**src/rtl/cam_seq_pkg.sv**
```systemverilog
package cam_seq_pkg;
  localparam int CAM_DW = 32;
  localparam int TAG_W  = 16;
  localparam int MAC_W  = 48;
  localparam int CAM_AW = 2;

  localparam logic [CAM_AW-1:0] ADR_KEY_HI = 2'd0;
  localparam logic [CAM_AW-1:0] ADR_KEY_LO = 2'd1;
  localparam logic [CAM_AW-1:0] ADR_RESULT = 2'd2;

  typedef enum logic [2:0] {
    S_IDLE, S_KEY_HI, S_KEY_LO, S_FETCH, S_EVAL, S_TAG_HI, S_FAIL
  } seqState_t;

  typedef enum logic [1:0] {
    W_KEY_HI = 2'd0, W_KEY_LO = 2'd1, W_NONE = 2'd2
  } wordSel_t;

  typedef struct packed {
    logic     loadAddr;
    logic     loadResult;
    logic     clrCnt;
    logic     incCnt;
    wordSel_t wordSel;
    logic     tagHi;
  } seqStrobe_t;
endpackage

```
**src/rtl/cam_seq_dp.sv**
```systemverilog
module cam_seq_dp
  import cam_seq_pkg::*;
#(
  parameter int TMO_W = 16
) (
  input  logic                clk,
  input  logic                rstN,
  input  seqStrobe_t          strobe,
  input  logic [MAC_W-1:0]    destAddr,
  input  logic [CAM_DW-1:0]   camRData,
  input  logic [TMO_W-1:0]    ackTimeout,
  output logic [CAM_DW-1:0]   camWData,
  output logic [7:0]          tagByte,
  output logic                resRej,
  output logic                timedOut
);
  localparam int TAG_BYTES = TAG_W / 8;
  localparam int HALF_W    = CAM_DW / 2;
  localparam int LO_KEY_W  = MAC_W - CAM_DW;

  logic [MAC_W-1:0] addrReg;
  logic [TAG_W-1:0] tagReg;
  logic             rejReg;
  logic [TMO_W-1:0] waitCnt;
  logic [TMO_W:0]   waitNext;
  logic [7:0]       tagLane [TAG_BYTES];
  logic             unusedBits;

  assign unusedBits = ^camRData[CAM_DW-2:TAG_W];

  always_ff @(posedge clk or negedge rstN) begin
    if (!rstN) begin
      addrReg <= '0;
      tagReg  <= '0;
      rejReg  <= 1'b0;
      waitCnt <= '0;
    end else begin
      if (strobe.loadAddr) addrReg <= destAddr;
      if (strobe.loadResult) begin
        rejReg <= camRData[CAM_DW-1];
        tagReg <= camRData[TAG_W-1:0];
      end
      if (strobe.clrCnt)      waitCnt <= '0;
      else if (strobe.incCnt) waitCnt <= waitCnt + 1'b1;
    end
  end

  assign waitNext = {1'b0, waitCnt} + {{TMO_W{1'b0}}, 1'b1};
  assign timedOut = (waitNext >= {1'b0, ackTimeout});

  always_comb begin
    unique case (strobe.wordSel)
      W_KEY_HI: camWData = addrReg[MAC_W-1 -: CAM_DW];
      W_KEY_LO: camWData = {addrReg[LO_KEY_W-1:0], {(HALF_W){1'b0}}};
      default:  camWData = '0;
    endcase
  end

  for (genvar b = 0; b < TAG_BYTES; b++) begin : g_lane
    assign tagLane[b] = tagReg[8*b +: 8];
  end

  assign tagByte = tagLane[strobe.tagHi];
  assign resRej  = rejReg;
endmodule

```
**src/rtl/cam_seq_ctrl.sv**
```systemverilog
module cam_seq_ctrl
  import cam_seq_pkg::*;
(
  input  logic              clk,
  input  logic              rstN,
  input  logic              promiscEn,
  input  logic              frameDone,
  input  logic              camAck,
  input  logic              resRej,
  input  logic              timedOut,
  output seqStrobe_t        strobe,
  output logic              camReq,
  output logic              camWr,
  output logic [CAM_AW-1:0] camAddr,
  output logic              busy,
  output logic              tagValid,
  output logic              rejectPulse,
  output logic              errPulse
);
  seqState_t state, nextState;

  always_ff @(posedge clk or negedge rstN) begin
    if (!rstN) state <= S_IDLE;
    else       state <= nextState;
  end

  always_comb begin
    nextState   = state;
    strobe      = '{loadAddr: 1'b0, loadResult: 1'b0, clrCnt: 1'b0,
                    incCnt: 1'b0, wordSel: W_NONE, tagHi: 1'b0};
    camReq      = 1'b0;
    camWr       = 1'b0;
    camAddr     = ADR_KEY_HI;
    tagValid    = 1'b0;
    rejectPulse = 1'b0;
    errPulse    = 1'b0;
    unique case (state)
      S_IDLE: begin
        if (frameDone && promiscEn) begin
          strobe.loadAddr = 1'b1;
          strobe.clrCnt   = 1'b1;
          nextState       = S_KEY_HI;
        end
      end
      S_KEY_HI, S_KEY_LO: begin
        camReq         = 1'b1;
        camWr          = 1'b1;
        camAddr        = (state == S_KEY_HI) ? ADR_KEY_HI : ADR_KEY_LO;
        strobe.wordSel = (state == S_KEY_HI) ? W_KEY_HI : W_KEY_LO;
        if (camAck) begin
          strobe.clrCnt = 1'b1;
          nextState     = (state == S_KEY_HI) ? S_KEY_LO : S_FETCH;
        end else if (timedOut) begin
          nextState = S_FAIL;
        end else begin
          strobe.incCnt = 1'b1;
        end
      end
      S_FETCH: begin
        camReq  = 1'b1;
        camAddr = ADR_RESULT;
        if (camAck) begin
          strobe.loadResult = 1'b1;
          strobe.clrCnt     = 1'b1;
          nextState         = S_EVAL;
        end else if (timedOut) begin
          nextState = S_FAIL;
        end else begin
          strobe.incCnt = 1'b1;
        end
      end
      S_EVAL: begin
        if (resRej) begin
          rejectPulse = 1'b1;
          nextState   = S_IDLE;
        end else begin
          tagValid  = 1'b1;
          nextState = S_TAG_HI;
        end
      end
      S_TAG_HI: begin
        tagValid     = 1'b1;
        strobe.tagHi = 1'b1;
        nextState    = S_IDLE;
      end
      S_FAIL: begin
        rejectPulse = 1'b1;
        errPulse    = 1'b1;
        nextState   = S_IDLE;
      end
      default: nextState = S_IDLE;
    endcase
  end

  assign busy = (state != S_IDLE);
endmodule

```
**src/rtl/cam_lookup_seq.sv**
```systemverilog
module cam_lookup_seq
  import cam_seq_pkg::*;
#(
  parameter int TMO_W = 16
) (
  input  logic              clk,
  input  logic              rstN,
  input  logic              promiscEn,
  input  logic              frameDone,
  input  logic [MAC_W-1:0]  destAddr,
  input  logic [TMO_W-1:0]  ackTimeout,
  output logic              camReq,
  output logic              camWr,
  output logic [CAM_AW-1:0] camAddr,
  output logic [CAM_DW-1:0] camWData,
  input  logic [CAM_DW-1:0] camRData,
  input  logic              camAck,
  output logic              busy,
  output logic              tagValid,
  output logic [7:0]        tagByte,
  output logic              rejectPulse,
  output logic              errPulse
);
  seqStrobe_t strobe;
  logic       resRej;
  logic       timedOut;

  cam_seq_ctrl u_ctrl (
    .clk(clk), .rstN(rstN), .promiscEn(promiscEn), .frameDone(frameDone),
    .camAck(camAck), .resRej(resRej), .timedOut(timedOut), .strobe(strobe),
    .camReq(camReq), .camWr(camWr), .camAddr(camAddr), .busy(busy),
    .tagValid(tagValid), .rejectPulse(rejectPulse), .errPulse(errPulse)
  );

  cam_seq_dp #(.TMO_W(TMO_W)) u_dp (
    .clk(clk), .rstN(rstN), .strobe(strobe), .destAddr(destAddr),
    .camRData(camRData), .ackTimeout(ackTimeout), .camWData(camWData),
    .tagByte(tagByte), .resRej(resRej), .timedOut(timedOut)
  );
endmodule

```
**config.mk**
```make
export PLATFORM = sky130hd
export DESIGN_NAME = cam_lookup_seq
export DESIGN_NICKNAME = d
export VERILOG_FILES = /design/src/rtl/cam_seq_pkg.sv /design/src/rtl/cam_seq_dp.sv /design/src/rtl/cam_seq_ctrl.sv /design/src/rtl/cam_lookup_seq.sv
export SDC_FILE = /design/constraint.sdc
export NUM_CORES = 1
export LEC_CHECK = 0
export BUFFER_PORTS_ARGS = -buffer_cell sky130_fd_sc_hd__buf_2
export CAP_MARGIN = 40
export CELL_PAD_IN_SITES_DETAIL_PLACEMENT = 1
export CELL_PAD_IN_SITES_GLOBAL_PLACEMENT = 2
export CORE_UTILIZATION = 35
export DETAILED_ROUTE_END_ITERATION = 12
export GPL_TIMING_DRIVEN = 0
export PLACE_DENSITY_LB_ADDON = 0.2
export SLEW_MARGIN = 25
export SYNTH_ARGS = -nofsm -noshare
export SYNTH_HDL_FRONTEND = slang
export SYNTH_SLANG_ARGS = --single-unit
```
**constraint.sdc**
```tcl
create_clock -name clk -period 8.6 [get_ports clk]
set_clock_uncertainty 0.15 [all_clocks]
set_input_delay 0.86 -clock clk [delete_from_list [all_inputs] [get_ports clk]]
set_output_delay 0.86 -clock clk [all_outputs]
set_load 0.005 [all_outputs]
```
=== Word-level counts from Yosys, hierarchy flattened ===
Index checks and enable logic that the tools add are counted.

* Register bits after elaboration: 84
* Bits of input ports: 101
* Output and inout bits: 48
* Logic and storage cells: 58

* Add/subtract/negate cells: 2
* Magnitude comparators: 2
* Eq/ne operators: 8
* Mux-type cells: 33
* Bitwise operators: 1
* Reductions and logical operators: 7

{| class="wikitable"
|+ Operator list
! cell !! count
|-
| case mux 32 bit (2 select lines) || 1
|-
| two-way mux 16 bit || 2
|-
| two-way mux 8 bit || 3
|-
| adder 16 x 1 -> 17 bit (second input constant) || 1
|-
| greater-or-equal comparator 17 x 16 -> 1 bit || 1
|-
| adder 16 x 1 -> 16 bit (second input constant) || 1
|-
| two-way mux 1 bit || 15
|-
| two-way mux 3 bit || 5
|-
| case mux 3 bit (4 select lines) || 1
|-
| equality test 3 bit (second input constant) || 3
|-
| equality test 3 x 2 -> 1 bit (second input constant) || 2
|-
| two-way mux 2 bit || 2
|-
| case mux 1 bit (2 select lines) || 2
|-
| case mux 2 bit (2 select lines) || 1
|-
| equality test 3 x 1 -> 1 bit (second input constant) || 1
|-
| logical NOT 3 bit || 1
|-
| case mux 1 bit (3 select lines) || 1
|-
| nonzero test 3 bit || 1
|-
| OR reduction 3 bit || 1
|-
| equality test 2 x 1 -> 1 bit (second input constant) || 1
|-
| greater-or-equal comparator 2 bit (second input constant) || 1
|-
| logical NOT 2 bit || 1
|-
| != test 2 x 1 -> 1 bit (second input constant) || 1
|-
| inverter 1 -> 2 bit || 1
|-
| 3 further kinds || 3
|}

=== Logic depth before layout (Yosys ltp) ===
* Word-level depth: 7
* Gate-level depth with buffers: 17
* Depth with buffers taken out: 14

=== By module ===
From an unflattened synthesis, not the netlist that was laid out.

* Cells, all modules: 415
* Area, all modules: 4,548.1 µm²

{| class="wikitable"
|+ By module, submodules not included
! module !! times used !! cells each !! area an instance (µm²) !! sequential area each (µm²)
|-
| cam_seq_dp || 1 || 372 || 4,252.8 || 2,026.9
|-
| cam_seq_ctrl || 1 || 43 || 295.3 || 75.1
|}

=== Worst setup path after synthesis ===
OpenSTA, ideal clock, no wires.

* Kind: register -> register
* Start point: register u_dp.waitCnt[2]
* End point: register u_dp.waitCnt[12]
* Library setup time: 126 ps
* Arrival: 3,128 ps
* Data required time: 8,324 ps
* Setup slack: 5,196 ps
* Stages on the path, launching flop included: 18
* Buffers on the path: 3
* Period minus slack after synthesis: 3,404 ps
* Cell sequence: dfrtp_1 buf_4 and3_4 and3_4 nand4_2 or2_1 buf_6 nor2_1 xor2_1 ha_1 nand2_1 nor2_1 and3_1 o31a_1 o21ai_2 a21oi_4 buf_6 a221o_1

* Word-level cells in the longest chain between the ends: 6
* Elaborated cells between the ends (all ways): 9
* Classes of those cells: 2 x add/sub; 1 x order compare; 5 x mux; 1 x reduce/logical

{| class="wikitable"
|+ Ends and longest elaborated chain
! what !! RTL line !! source
|-
| start, declared || cam_seq_dp.sv:24 || <nowiki>logic [TMO_W-1:0] waitCnt;</nowiki>
|-
| start signal, assigned || cam_seq_dp.sv:44 || <nowiki>else if (strobe.incCnt) waitCnt <= waitCnt + 1'b1;</nowiki>
|-
| adder 16 x 1 -> 17 bit || cam_seq_dp.sv:48 || <nowiki>assign waitNext = {1'b0, waitCnt} + {{TMO_W{1'b0}}, 1'b1};</nowiki>
|-
| greater-or-equal comparator 17 x 16 -> 1 bit || cam_seq_dp.sv:49 || <nowiki>assign timedOut = (waitNext >= {1'b0, ackTimeout});</nowiki>
|-
| two-way mux 1 bit || cam_seq_ctrl.sv:53, cam_seq_ctrl.sv:66 ||
|-
| two-way mux 1 bit || cam_seq_ctrl.sv:50 || <nowiki>if (camAck) begin</nowiki>
|-
| two-way mux 1 bit || -- ||
|-
| nonzero test 2 bit (no source line) || -- ||
|}

Parallel ways exist; a longest one is shown, timed or not. The select of a mux whose other input is x is not followed.
A chain may end at the register's enable or synchronous reset.

=== Worst setup path in the final report ===
* Start point: register u_dp.waitCnt[2]
* End point: register u_dp.waitCnt[10]

Same word-level chain as after synthesis.

==> flow_summary_export.csv <==
group,metric,value,unit
drt,routed_via_density,4.93,
floorplanning,rows,41,
power,peakVddDrop,0.000122,V
synthesis,ys_types,48,
setup_path,critPathArrivalTime,3.98,ns
synthesis,synth_area_leaders,"dfrtp_1 (47%), mux2_2 (18%), ha_1 (4.7%), a22o_1 (3.9%), and3_1 (3.5%)",
drt,drc_errors,0,
layout,multi_input_area,2210,µm²
setup_path,ff2ff_setup_slack,4.74,ns
sta,finalCritPeriodShare,0.449,
cts,cts_buffers,9,
setup_path,cp_slowest_stage_delay,0.44,ns
sta,setup_violations,0,
drt,first_pass_iters,4,
drt,vias,3446,
floorplanning,core,12600,µm²
setup_path,cp_slowest_cell,"nor4b_4",
layout,syn_to_final_growth,28.1,%
sta,max_freq,259,MHz
setup_path,reg2reg_depth,17,
setup_path,r2r-end,"u_dp.waitCnt[10]$_DFFE_PN0P_",
cts,clk_pin_slew,0.06,ns
setup_path,crit-reg2reg-launch,"u_dp.waitCnt[2]$_DFFE_PN0P_",
setup_path,crit_required,8.72,ns
cts,cts_resized,0,
synthesis,synth_top_area_cell,"dfrtp_1",
synthesis,yosys_most_used_dff,"dfrtp_1",
setup_path,crit_chain,"buf_4, and3_4, and3_4, nand4_2, or2_1, buf_6, nor2_1, xor2_1, ha_1, nand2_1, nor2_1, and3_1, o31a_1, nor4b_4, buf_6, buf_6, a221o_1",
cts,cts_setup_buffers,0,
worst_hold_path,hold_path.class,"in2async",
placement,dpl.hpwl,8370,µm
cts,clk_latency,0.34,ns
drt,drt_iter0_markers,132,
layout,seq_area,2100,µm²
synthesis,syn-cell-area,4510,µm²
drt,met1_length,5070,µm
cts,clock_sinks,84,
floorplanning,ios,149,
run,maxCapViolations,0,
drt,met2_length,5460,µm
cts,htree_levels,3,
synthesis,postSynth.asyncResetShare,1.00,
drt,highest_layer,"met4",
placement,io_buffers,133,
synthesis,syn_avg_cell_area,12.0,µm²
grt,grtUsageTotal,0.176,
floorplanning,die_h,116,µm
setup_path,startpoint_type,"register",
sta,tightest_slew,0.689,ns
drt,met3_length,509,µm
grt,grt_overflow,0,
sta,fin_tns_setup,0,ns
grt,grt_pass1_wl,17900,µm
grt,antenna_found_initial,0,
floorplanning,dieArea,13300,µm²
layout,fin_nets,640,
grt,grt_start_max_net_pins,59,
grt,grt_pass1_vias,3540,
synthesis,synth_top_area_frac,0.466,
synthesis,synth_nets,495,
layout,fillers,1433,
sta,final.setup.worst_slack,4.74,ns
drt,drt_wl_total,11200,µm
synthesis,synth_seq_cells,84,
setup_path,cpMostUsedCell,"buf_6",
cts,postCtsHoldBufs,0,
power,leakage,0.00300,µW
sta,final.min_clock_period,3.86,ns
cts,cts_tree,"yes",
sta,hold_viol,0,
setup_path,crit_type,"reg2reg",
floorplanning,die_x,116,µm
synthesis,synth_warnings,0,
power,power_density,303,nW/µm²
setup_path,crit_fanout,10,
synthesis,synth_edf_count,0,
sta,slew_violations,0,
placement,pre_cts_slack,4.73,ns
run_status,outcome,"complete, no violations",
setup_path,crit_end,"u_dp.waitCnt[10]$_DFFE_PN0P_",
synthesis,seq_area_frac_synth,0.466,
setup_path,crit_start,"u_dp.waitCnt[2]$_DFFE_PN0P_",
synthesis,synthCells,377,
floorplanning,initial_core_util,0.358,
drt,wl_per_cell,16.0,µm
sta,grt_setup_unrepaired,"false",
layout,final_layout_size_suffix_gt1_frac,0.490,
layout,diodes,0,
drt,antenna_left,0,
setup_path,end_kind,"register",
cts,cts_buffer_depth,2,
sta,maxSlewHeadroom,0.538,
cts,clockRootBuffer,"clkbuf_16",
placement,gp_congestion,0.765,
## sequential cells by signal, indices dropped and copies added (netlist names)
name          count
u_dp.resRej       1
u_dp.tagReg      16
u_ctrl.state      3
u_dp.waitCnt     16
u_dp.addrReg     48
## worst max-delay path: cells and delay by family, from the launching register on
family	cells	cell delay [ns]
simple gates	9	1.71
buf+inv	4	0.64
compound gates	2	0.48
flops	1	0.32
fa+ha+maj	1	0.28
xor+xnor	1	0.21
## cells in the mapped netlist (3+ instances only)
cell / n
dfrtp_1: 84
mux2_2: 74
and3_1: 25
nor2_1: 22
a22o_1: 20
inv_1: 18
ha_1: 17
nand2_1: 10
xnor2_1: 10
a221o_1: 9
nand3_1: 9
clkbuf_1: 7
a21oi_1: 5
buf_2: 5
o21ai_0: 5
buf_4: 4
buf_6: 4
nor3_1: 4
nand2b_1: 3
nand4_1: 3
xor2_1: 3
## layout by cell type (no fill, tap or decap), types with 7 or more instances in the layout
| cell | n |
|---|---|
| inv_1 | 18 |
| xnor2_1 | 10 |
| a22o_1 | 20 |
| ha_1 | 17 |
| clkbuf_1 | 7 |
| and3_1 | 25 |
| clkbuf_16 | 9 |
| nand2_1 | 10 |
| nor2_1 | 22 |
| mux2_2 | 74 |
| nand3_1 | 9 |
| buf_2 | 137 |
| a221o_1 | 9 |
| dfrtp_1 | 84 |
## kinds of logic after synthesis
logic type	synth area share
muxes	0.185
buffers and inverters	0.0460
adders and majority gates	0.0471
AOI/OAI and AO/OA	0.100
DFF	0.466
xor gates and xnor gates	0.0288
and+or+nand+nor	0.127
## layout make-up
cell class | instances | share of cell area
Buffer | 21 | 0.0242
Clock buffer | 10 | 0.0413
Clock inverter | 6 | 0.0193
Inverter | 18 | 0.0117
Multi-Input combinational cell | 254 | 0.382
Sequential cell | 84 | 0.364
Tap cell | 172 | 0.0372
Timing Repair Buffer | 134 | 0.121
## worst min-delay path by stage
stage,cells past startpoint,startpoint,endpoint,slack [ns]
final,1,rstN,u_dp.addrReg[47]$_DFFE_PN0P_,0.23
after global routing,1,rstN,u_dp.addrReg[36]$_DFFE_PN0P_,0.24
after CTS,1,rstN,u_dp.addrReg[47]$_DFFE_PN0P_,0.23
after detailed placement,1,u_dp.addrReg[28]$_DFFE_PN0P_,u_dp.addrReg[28]$_DFFE_PN0P_,0.34
after global placement,1,u_dp.addrReg[30]$_DFFE_PN0P_,u_dp.addrReg[30]$_DFFE_PN0P_,0.33
after floorplan,1,u_dp.resRej$_DFFE_PN0P_,u_ctrl.state[2]$_DFFE_PN0P_,0.32
## per-layer routing
| layer | track usage | vias up |
|---|---|---|
| met5 | 0 | - |
| met4 | 0.0494 | 0 |
| met3 | 0.0418 | 7 |
| met2 | 0.294 | 86 |
| met1 | 0.226 | 1700 |
| li1 | - | 1653 |
## report_power, final
part           total (µW)  internal (µW)  switching [µW]
Combinational         654            354             301
Sequential            647            564            83.5
Clock                 452            292             160
## per-stage QoR
stage,power [µW],instance area [µm²],std cells,hold slack [ns],utilization
global route,1880,5780,699,0.238,0.458
detailed placement,1320,5430,683,0.339,0.430
finish,1750,5780,699,0.231,0.458
floorplan,1060,4510,377,0.321,-
CTS,1780,5780,699,0.229,0.458
global placement,1290,5390,682,0.330,0.427
Power figures use the tool's default switching activity.
